===== src/rtl/adc_smp_pkg.sv =====
package adc_smp_pkg;

    typedef enum logic [1:0] {
        PH_IDLE = 2'd0,
        PH_SMP  = 2'd1,
        PH_CNV  = 2'd2,
        PH_WR   = 2'd3
    } phase_e;

    typedef struct packed {
        logic       long_smp;
        logic [1:0] long_sel;
        logic       hs;
    } smp_cfg_t;

    typedef struct packed {
        phase_e ph;
        logic   done;
        logic   clr;
    } ctl_t;

    function automatic int max2(input int a, input int b);
        return (a > b) ? a : b;
    endfunction

endpackage


===== src/rtl/adc_smp_len.sv =====
module adc_smp_len
    import adc_smp_pkg::*;
#(
    parameter int CNT_W       = 5,
    parameter int SHORT_BASE  = 4,
    parameter int FIRST_EXTRA = 2,
    parameter int HS_EXTRA    = 2,
    parameter int LONG_L0     = 24,
    parameter int LONG_L1     = 16,
    parameter int LONG_L2     = 10,
    parameter int LONG_L3     = 6
) (
    input  smp_cfg_t         cfg_i,
    input  logic             first_i,
    output logic [CNT_W-1:0] len_o
);

    logic [CNT_W-1:0] base;
    logic [CNT_W-1:0] hs_add;

    always_comb begin
        if (cfg_i.long_smp) begin
            unique case (cfg_i.long_sel)
                2'd0:    base = CNT_W'(LONG_L0);
                2'd1:    base = CNT_W'(LONG_L1);
                2'd2:    base = CNT_W'(LONG_L2);
                default: base = CNT_W'(LONG_L3);
            endcase
        end else begin
            base = first_i ? CNT_W'(SHORT_BASE + FIRST_EXTRA) : CNT_W'(SHORT_BASE);
        end
        hs_add = cfg_i.hs ? CNT_W'(HS_EXTRA) : '0;
        len_o  = base + hs_add;
    end

endmodule


===== src/rtl/adc_smp_cnt.sv =====
module adc_smp_cnt #(
    parameter int CNT_W = 5
) (
    input  logic             clk,
    input  logic             rst_n,
    input  logic             load_i,
    input  logic [CNT_W-1:0] load_val_i,
    input  logic             dec_i,
    output logic [CNT_W-1:0] cnt_o,
    output logic             last_o
);

    logic [CNT_W-1:0] cnt_d, cnt_q;

    always_comb begin
        cnt_d = cnt_q;
        if (load_i) begin
            cnt_d = load_val_i;
        end else if (dec_i && (cnt_q != '0)) begin
            cnt_d = cnt_q - CNT_W'(1);
        end
    end

    always_ff @(posedge clk or negedge rst_n) begin
        if (!rst_n) begin
            cnt_q <= '0;
        end else begin
            cnt_q <= cnt_d;
        end
    end

    assign cnt_o  = cnt_q;
    assign last_o = (cnt_q == CNT_W'(1));

endmodule


===== src/rtl/adc_smp_seq.sv =====
module adc_smp_seq
    import adc_smp_pkg::*;
#(
    parameter int SHORT_BASE  = 4,
    parameter int FIRST_EXTRA = 2,
    parameter int HS_EXTRA    = 2,
    parameter int LONG_L0     = 24,
    parameter int LONG_L1     = 16,
    parameter int LONG_L2     = 10,
    parameter int LONG_L3     = 6,
    parameter int CNV_CYC     = 17
) (
    input  logic       clk,
    input  logic       rst_n,
    input  logic       start_i,
    input  logic       abort_i,
    input  logic       stop_i,
    input  logic       cont_i,
    input  logic       long_smp_i,
    input  logic [1:0] long_sel_i,
    input  logic       hs_i,
    input  logic       async_en_i,
    output logic       smp_o,
    output logic       cnv_o,
    output logic       wr_o,
    output logic       done_o,
    output logic       res_clr_o,
    output logic       clk_req_o
);

    localparam int LONG_MAX = max2(max2(LONG_L0, LONG_L1), max2(LONG_L2, LONG_L3));
    localparam int SMP_MAX  = max2(LONG_MAX, SHORT_BASE + FIRST_EXTRA) + HS_EXTRA;
    localparam int CNT_MAX  = max2(SMP_MAX, CNV_CYC);
    localparam int CNT_W    = $clog2(CNT_MAX + 1);

    ctl_t             ctl_d, ctl_q;
    smp_cfg_t         cfg_live;
    logic [CNT_W-1:0] smp_len;
    logic [CNT_W-1:0] cnt;
    logic [CNT_W-1:0] load_val;
    logic             load;
    logic             dec;
    logic             last;

    assign cfg_live = '{long_smp: long_smp_i, long_sel: long_sel_i, hs: hs_i};

    adc_smp_len #(
        .CNT_W      (CNT_W),
        .SHORT_BASE (SHORT_BASE),
        .FIRST_EXTRA(FIRST_EXTRA),
        .HS_EXTRA   (HS_EXTRA),
        .LONG_L0    (LONG_L0),
        .LONG_L1    (LONG_L1),
        .LONG_L2    (LONG_L2),
        .LONG_L3    (LONG_L3)
    ) u_len (
        .cfg_i  (cfg_live),
        .first_i(start_i),
        .len_o  (smp_len)
    );

    adc_smp_cnt #(
        .CNT_W(CNT_W)
    ) u_cnt (
        .clk       (clk),
        .rst_n     (rst_n),
        .load_i    (load),
        .load_val_i(load_val),
        .dec_i     (dec),
        .cnt_o     (cnt),
        .last_o    (last)
    );

    always_comb begin
        ctl_d     = ctl_q;
        ctl_d.clr = 1'b0;
        load      = 1'b0;
        load_val  = smp_len;
        dec       = 1'b0;
        if (stop_i) begin
            ctl_d.ph   = PH_IDLE;
            ctl_d.done = 1'b0;
            ctl_d.clr  = 1'b1;
        end else if (abort_i) begin
            ctl_d.ph = PH_IDLE;
        end else if (start_i) begin
            ctl_d.ph   = PH_SMP;
            ctl_d.done = 1'b0;
            load       = 1'b1;
        end else begin
            unique case (ctl_q.ph)
                PH_SMP: begin
                    if (last) begin
                        ctl_d.ph = PH_CNV;
                        load     = 1'b1;
                        load_val = CNT_W'(CNV_CYC);
                    end else begin
                        dec = 1'b1;
                    end
                end
                PH_CNV: begin
                    if (last) begin
                        ctl_d.ph   = PH_WR;
                        ctl_d.done = 1'b1;
                    end else begin
                        dec = 1'b1;
                    end
                end
                PH_WR: begin
                    if (cont_i) begin
                        ctl_d.ph = PH_SMP;
                        load     = 1'b1;
                    end else begin
                        ctl_d.ph = PH_IDLE;
                    end
                end
                default: ctl_d.ph = PH_IDLE;
            endcase
        end
    end

    always_ff @(posedge clk or negedge rst_n) begin
        if (!rst_n) begin
            ctl_q <= '{ph: PH_IDLE, done: 1'b0, clr: 1'b0};
        end else begin
            ctl_q <= ctl_d;
        end
    end

    assign smp_o     = (ctl_q.ph == PH_SMP);
    assign cnv_o     = (ctl_q.ph == PH_CNV) && (cnt == CNT_W'(CNV_CYC));
    assign wr_o      = (ctl_q.ph == PH_WR);
    assign done_o    = ctl_q.done;
    assign res_clr_o = ctl_q.clr;
    assign clk_req_o = async_en_i || (ctl_q.ph != PH_IDLE);

endmodule


===== config.mk =====
export PLATFORM = sky130hd
export DESIGN_NAME = adc_smp_seq
export DESIGN_NICKNAME = d
export VERILOG_FILES = /design/src/rtl/adc_smp_pkg.sv /design/src/rtl/adc_smp_len.sv /design/src/rtl/adc_smp_cnt.sv /design/src/rtl/adc_smp_seq.sv
export SDC_FILE = /design/constraint.sdc
export NUM_CORES = 1
export LEC_CHECK = 0
export CAP_MARGIN = 25
export CORE_MARGIN = 5
export CORE_UTILIZATION = 54
export DETAILED_ROUTE_END_ITERATION = 6
export DONT_BUFFER_PORTS = 1
export PLACE_DENSITY = 0.72
export SYNTH_ARGS = -nofsm -noshare
export SYNTH_HDL_FRONTEND = slang
export SYNTH_SLANG_ARGS = --single-unit

===== constraint.sdc =====
create_clock -name clk -period 1.7 [get_ports clk]
set_input_delay 0.255 -clock clk [delete_from_list [all_inputs] [get_ports clk]]
set_output_delay 0.255 -clock clk [all_outputs]
set_load 0.005 [all_outputs]

==> flow_metrics.env <==
export IMPL_placementRows=13
export IMPL_yosysWarnings=0
export IMPL_layout_min_cycle_time_ns=1.72
export IMPL_report_power_total_uw=699
export IMPL_grt_pass1_vias=656
export IMPL_clock_latency_ns=0.26
export IMPL_routedWlPerCell_um=18.6
export IMPL_grt_overflow=0
export IMPL_ys_seq_area_share_pct=30.3
export IMPL_clk_pin_slew_ns=0.07
export IMPL_ant_nets=0
export IMPL_track_usage_pct=20.9
export IMPL_antenna_found_initial=0
export IMPL_crit_path_cell_trace="inv_2 -> ha_4 -> nor4b_4 -> buf_4 -> o31ai_4 -> mux2i_1 -> a22o_1"
export IMPL_reg2reg_slack_ns=-0.02
export IMPL_hold_slack_ns=0.0202
export IMPL_syn_area_um2=744
export IMPL_numCtsBuffers=3
export IMPL_start_util_pct=57.2
export IMPL_grt_pass1_wl_mm=3.19
export IMPL_area_growth_pct=22.4
export IMPL_slew_headroom_pct=70.3
export IMPL_setup_ws_ns=-0.0191
export IMPL_violations="negative setup slack"
export IMPL_p_leak_uw=0.000402
export IMPL_hold_depth=0
export IMPL_final_layout_size_suffix_gt1_share_pct=29.7
export IMPL_fin_area_um2=911
export IMPL_drcViolationCount=0
export IMPL_drt_iter0_drc=31
export IMPL_die_y_um=47.1
export IMPL_critPathMaxFanout=4
export IMPL_min_delay_start="stop_i"
export IMPL_ys_types=31
export IMPL_worst_ep_required_time_ns=1.85
export IMPL_ir_drop_mv=0.384
export IMPL_grt_setup_unrepaired="true"
export IMPL_hp_class="in2reg"
export IMPL_r2r_start="ctl_q[3]$_DFFE_PN0P_"
export IMPL_core_area_um2=1300
export IMPL_pre_cts_slack_ns=-0.0367
export IMPL_n_antenna_cell=0
export IMPL_rr_worst_depth=7
export IMPL_cts_tree="built"
export IMPL_cts_sinks=9
export IMPL_avgSynthCellArea_um2=9.80
export IMPL_fmax_ghz=0.582
export IMPL_multi_input_area_um2=526
export IMPL_dpl_cell_area_um2=805
export IMPL_finalNetCount=112
export IMPL_r2r_end="u_cnt.cnt_o[1]$_DFFE_PN0P_"
export IMPL_period_share_pct=101
export IMPL_setup_violations=1
export IMPL_cp_slowest_stage_delay_ns=0.37
export IMPL_io_pins=17
export IMPL_maxSlewViolCount=0
export IMPL_wirelength_mm=1.97
export IMPL_drv_cap=0
export IMPL_hold_end="res_clr_o$_DFF_PN0_"
export IMPL_port_buffer_count=0
export IMPL_first_pass_iters=4
export IMPL_worst_pin_slew_ns=0.444
export IMPL_skew_ns=0.00393
export IMPL_crit_path_end_kind="flop"
export IMPL_syn_inst=76
export IMPL_power_density_nw_per_um2=767
export IMPL_num_vias=675
export IMPL_cts_htree_levels=1
export IMPL_cp_arrival_ns=1.87
export IMPL_crit_type="reg2reg"
export IMPL_dp_hpwl_mm=1.36
export IMPL_avgViaCountPerCell=6.37
export IMPL_status="finished with violations"
export IMPL_grt_max_degree=10
export IMPL_worstSetupStartpointType="flop"
export IMPL_cts_root_buf="clkbuf_4"
export IMPL_hold_viol=0
export IMPL_gp_congestion=0.759
export IMPL_seqCellArea_um2=225
export IMPL_ys_ff_latch=9
export IMPL_clockBufferDepth=2
export IMPL_nFillCells=98
export IMPL_die_area_um2=2220
export IMPL_die_w_um=47.1
export IMPL_critPathSlowestCell="dfrtp_1"
export IMPL_synth_nets=96
-- synth_stat cells --
cell type	n	share of area, %
a221oi_1	1	1.2
nand3_1	1	0.67
nand4b_1	1	1.2
o21ai_0	3	2.0
nor4b_4	2	6.4
a21o_1	1	1.0
or2_4	1	1.2
o211a_1	1	1.3
nor2_1	6	3.0
a211oi_1	1	1.0
nand2b_1	3	2.5
xor2_1	2	2.4
or2_1	2	1.7
a21oi_1	3	2.0
clkbuf_1	1	0.50
dfrtp_1	9	30
o31ai_4	1	2.9
inv_1	6	3.0
xnor2_1	2	2.4
nor3_1	2	1.3
o211ai_1	1	1.0
a22oi_1	2	2.0
o2111ai_1	1	1.2
ha_1	9	15
nand2_1	6	3.0
a31oi_1	1	0.84
mux2i_1	3	4.0
o21ai_1	1	0.67
a311oi_2	1	2.0
o31ai_1	1	1.0
a22o_1	1	1.2
-- cell type report --
cell class              instances  share of cell area (%)
clock buffers                   4                    2.88
inverters                       6                    2.47
multi-input cells              60                    57.7
flip-flops and latches          9                    24.7
well taps                      15                    2.06
repair buffers                 12                    10.2
-- through the flow --
step	util, %	instances	TNS [ns]
finish	70.0	106	-0.0191
global route	70.0	106	-0.138
CTS	66.3	102	0
detailed placement	61.8	96	-0.0367
global placement	61.8	96	0
floorplan	-	76	0
-- how the worst max path moves through the flow --
stage | start | cells after the start | end | slack, ns
4_1_cts | ctl_q[3]$_DFFE_PN0P_ | 6 | u_cnt.cnt_o[4]$_DFFE_PN0P_ | 0.02
2_1_floorplan | ctl_q[2]$_DFFE_PN0P_ | 6 | u_cnt.cnt_o[4]$_DFFE_PN0P_ | 0.06
3_3_place_gp | ctl_q[2]$_DFFE_PN0P_ | 6 | u_cnt.cnt_o[4]$_DFFE_PN0P_ | 0.005
5_1_grt | ctl_q[3]$_DFFE_PN0P_ | 7 | u_cnt.cnt_o[1]$_DFFE_PN0P_ | -0.07
6_report | ctl_q[3]$_DFFE_PN0P_ | 7 | u_cnt.cnt_o[1]$_DFFE_PN0P_ | -0.02
3_5_place_dp | ctl_q[2]$_DFFE_PN0P_ | 6 | u_cnt.cnt_o[4]$_DFFE_PN0P_ | -0.04
-- metal layers --
metal  GRT usage, %  wire (um)  share of wire, %
met1           25.3        792                40
met2           36.0        897                46
met3           3.83        172               8.7
met4           8.84        106               5.4
met5              0          0                 0
-- report_power, final --
part / switching [uW] / leakage [uW] / internal (uW) / total (uW)
Clock: 81.7 / 0.0000150 / 90.4 / 172
Sequential: 39.2 / 0.000112 / 242 / 282
Combinational: 136 / 0.000275 / 109 / 245
Total: 257 / 0.000402 / 442 / 699
-- sequential cells by signal, summed over array words and instances, names as in the netlist --
| name | cells |
|---|---|
| done_o | 1 |
| u_cnt.cnt_o | 5 |
| ctl_q | 2 |
| res_clr_o | 1 |
-- logic make-up (layout without fill, tap and decap cells) --
kind of cell | Yosys count | after routing | share of synthesized area, %
AOI/OAI and AO/OA | 20 | 20 | 21.3
xor gates and xnor gates | 4 | 4 | 4.71
adders and majority gates | 9 | 9 | 15.1
buffers and inverters | 7 | 22 | 3.53
DFF | 9 | 9 | 30.3
muxes | 3 | 3 | 4.03
and+or+nand+nor | 24 | 24 | 21.0
-- repair_timing --
action,in CTS,in global routing
setup endpoints to repair,1,5
setup buffers,1,4
gates resized for setup,2,6
hold endpoints to repair,9,0
hold buffers,1,0
pin swaps,2,2
-- worst max-delay path: cells and delay by family (launching register included) --
| family | cells | cell delay [ns] |
|---|---|---|
| AO/OA/AOI/OAI | 2 | 0.27 |
| adder cells (fa/ha/maj) | 1 | 0.27 |
| multiplexers | 1 | 0.15 |
| flip-flops | 1 | 0.37 |
| AND/OR/NAND/NOR | 1 | 0.30 |
| buffers and inverters | 2 | 0.26 |
-- cells in the final DEF, fill, tap and decap left out, types with 2 or more instances in the layout --
cell type,instances
or2_1,2
xor2_1,2
buf_4,11
nand2_1,6
nor4b_4,2
nor3_1,2
inv_2,2
inv_1,4
dfrtp_1,9
a22oi_1,2
nor2_1,4
clkbuf_4,3
mux2i_1,3
o21ai_0,3
nor2_2,2
xnor2_1,2
a21oi_1,2
ha_1,8
nand2b_1,3
Note: power is estimated with default switching activity, not from simulation.
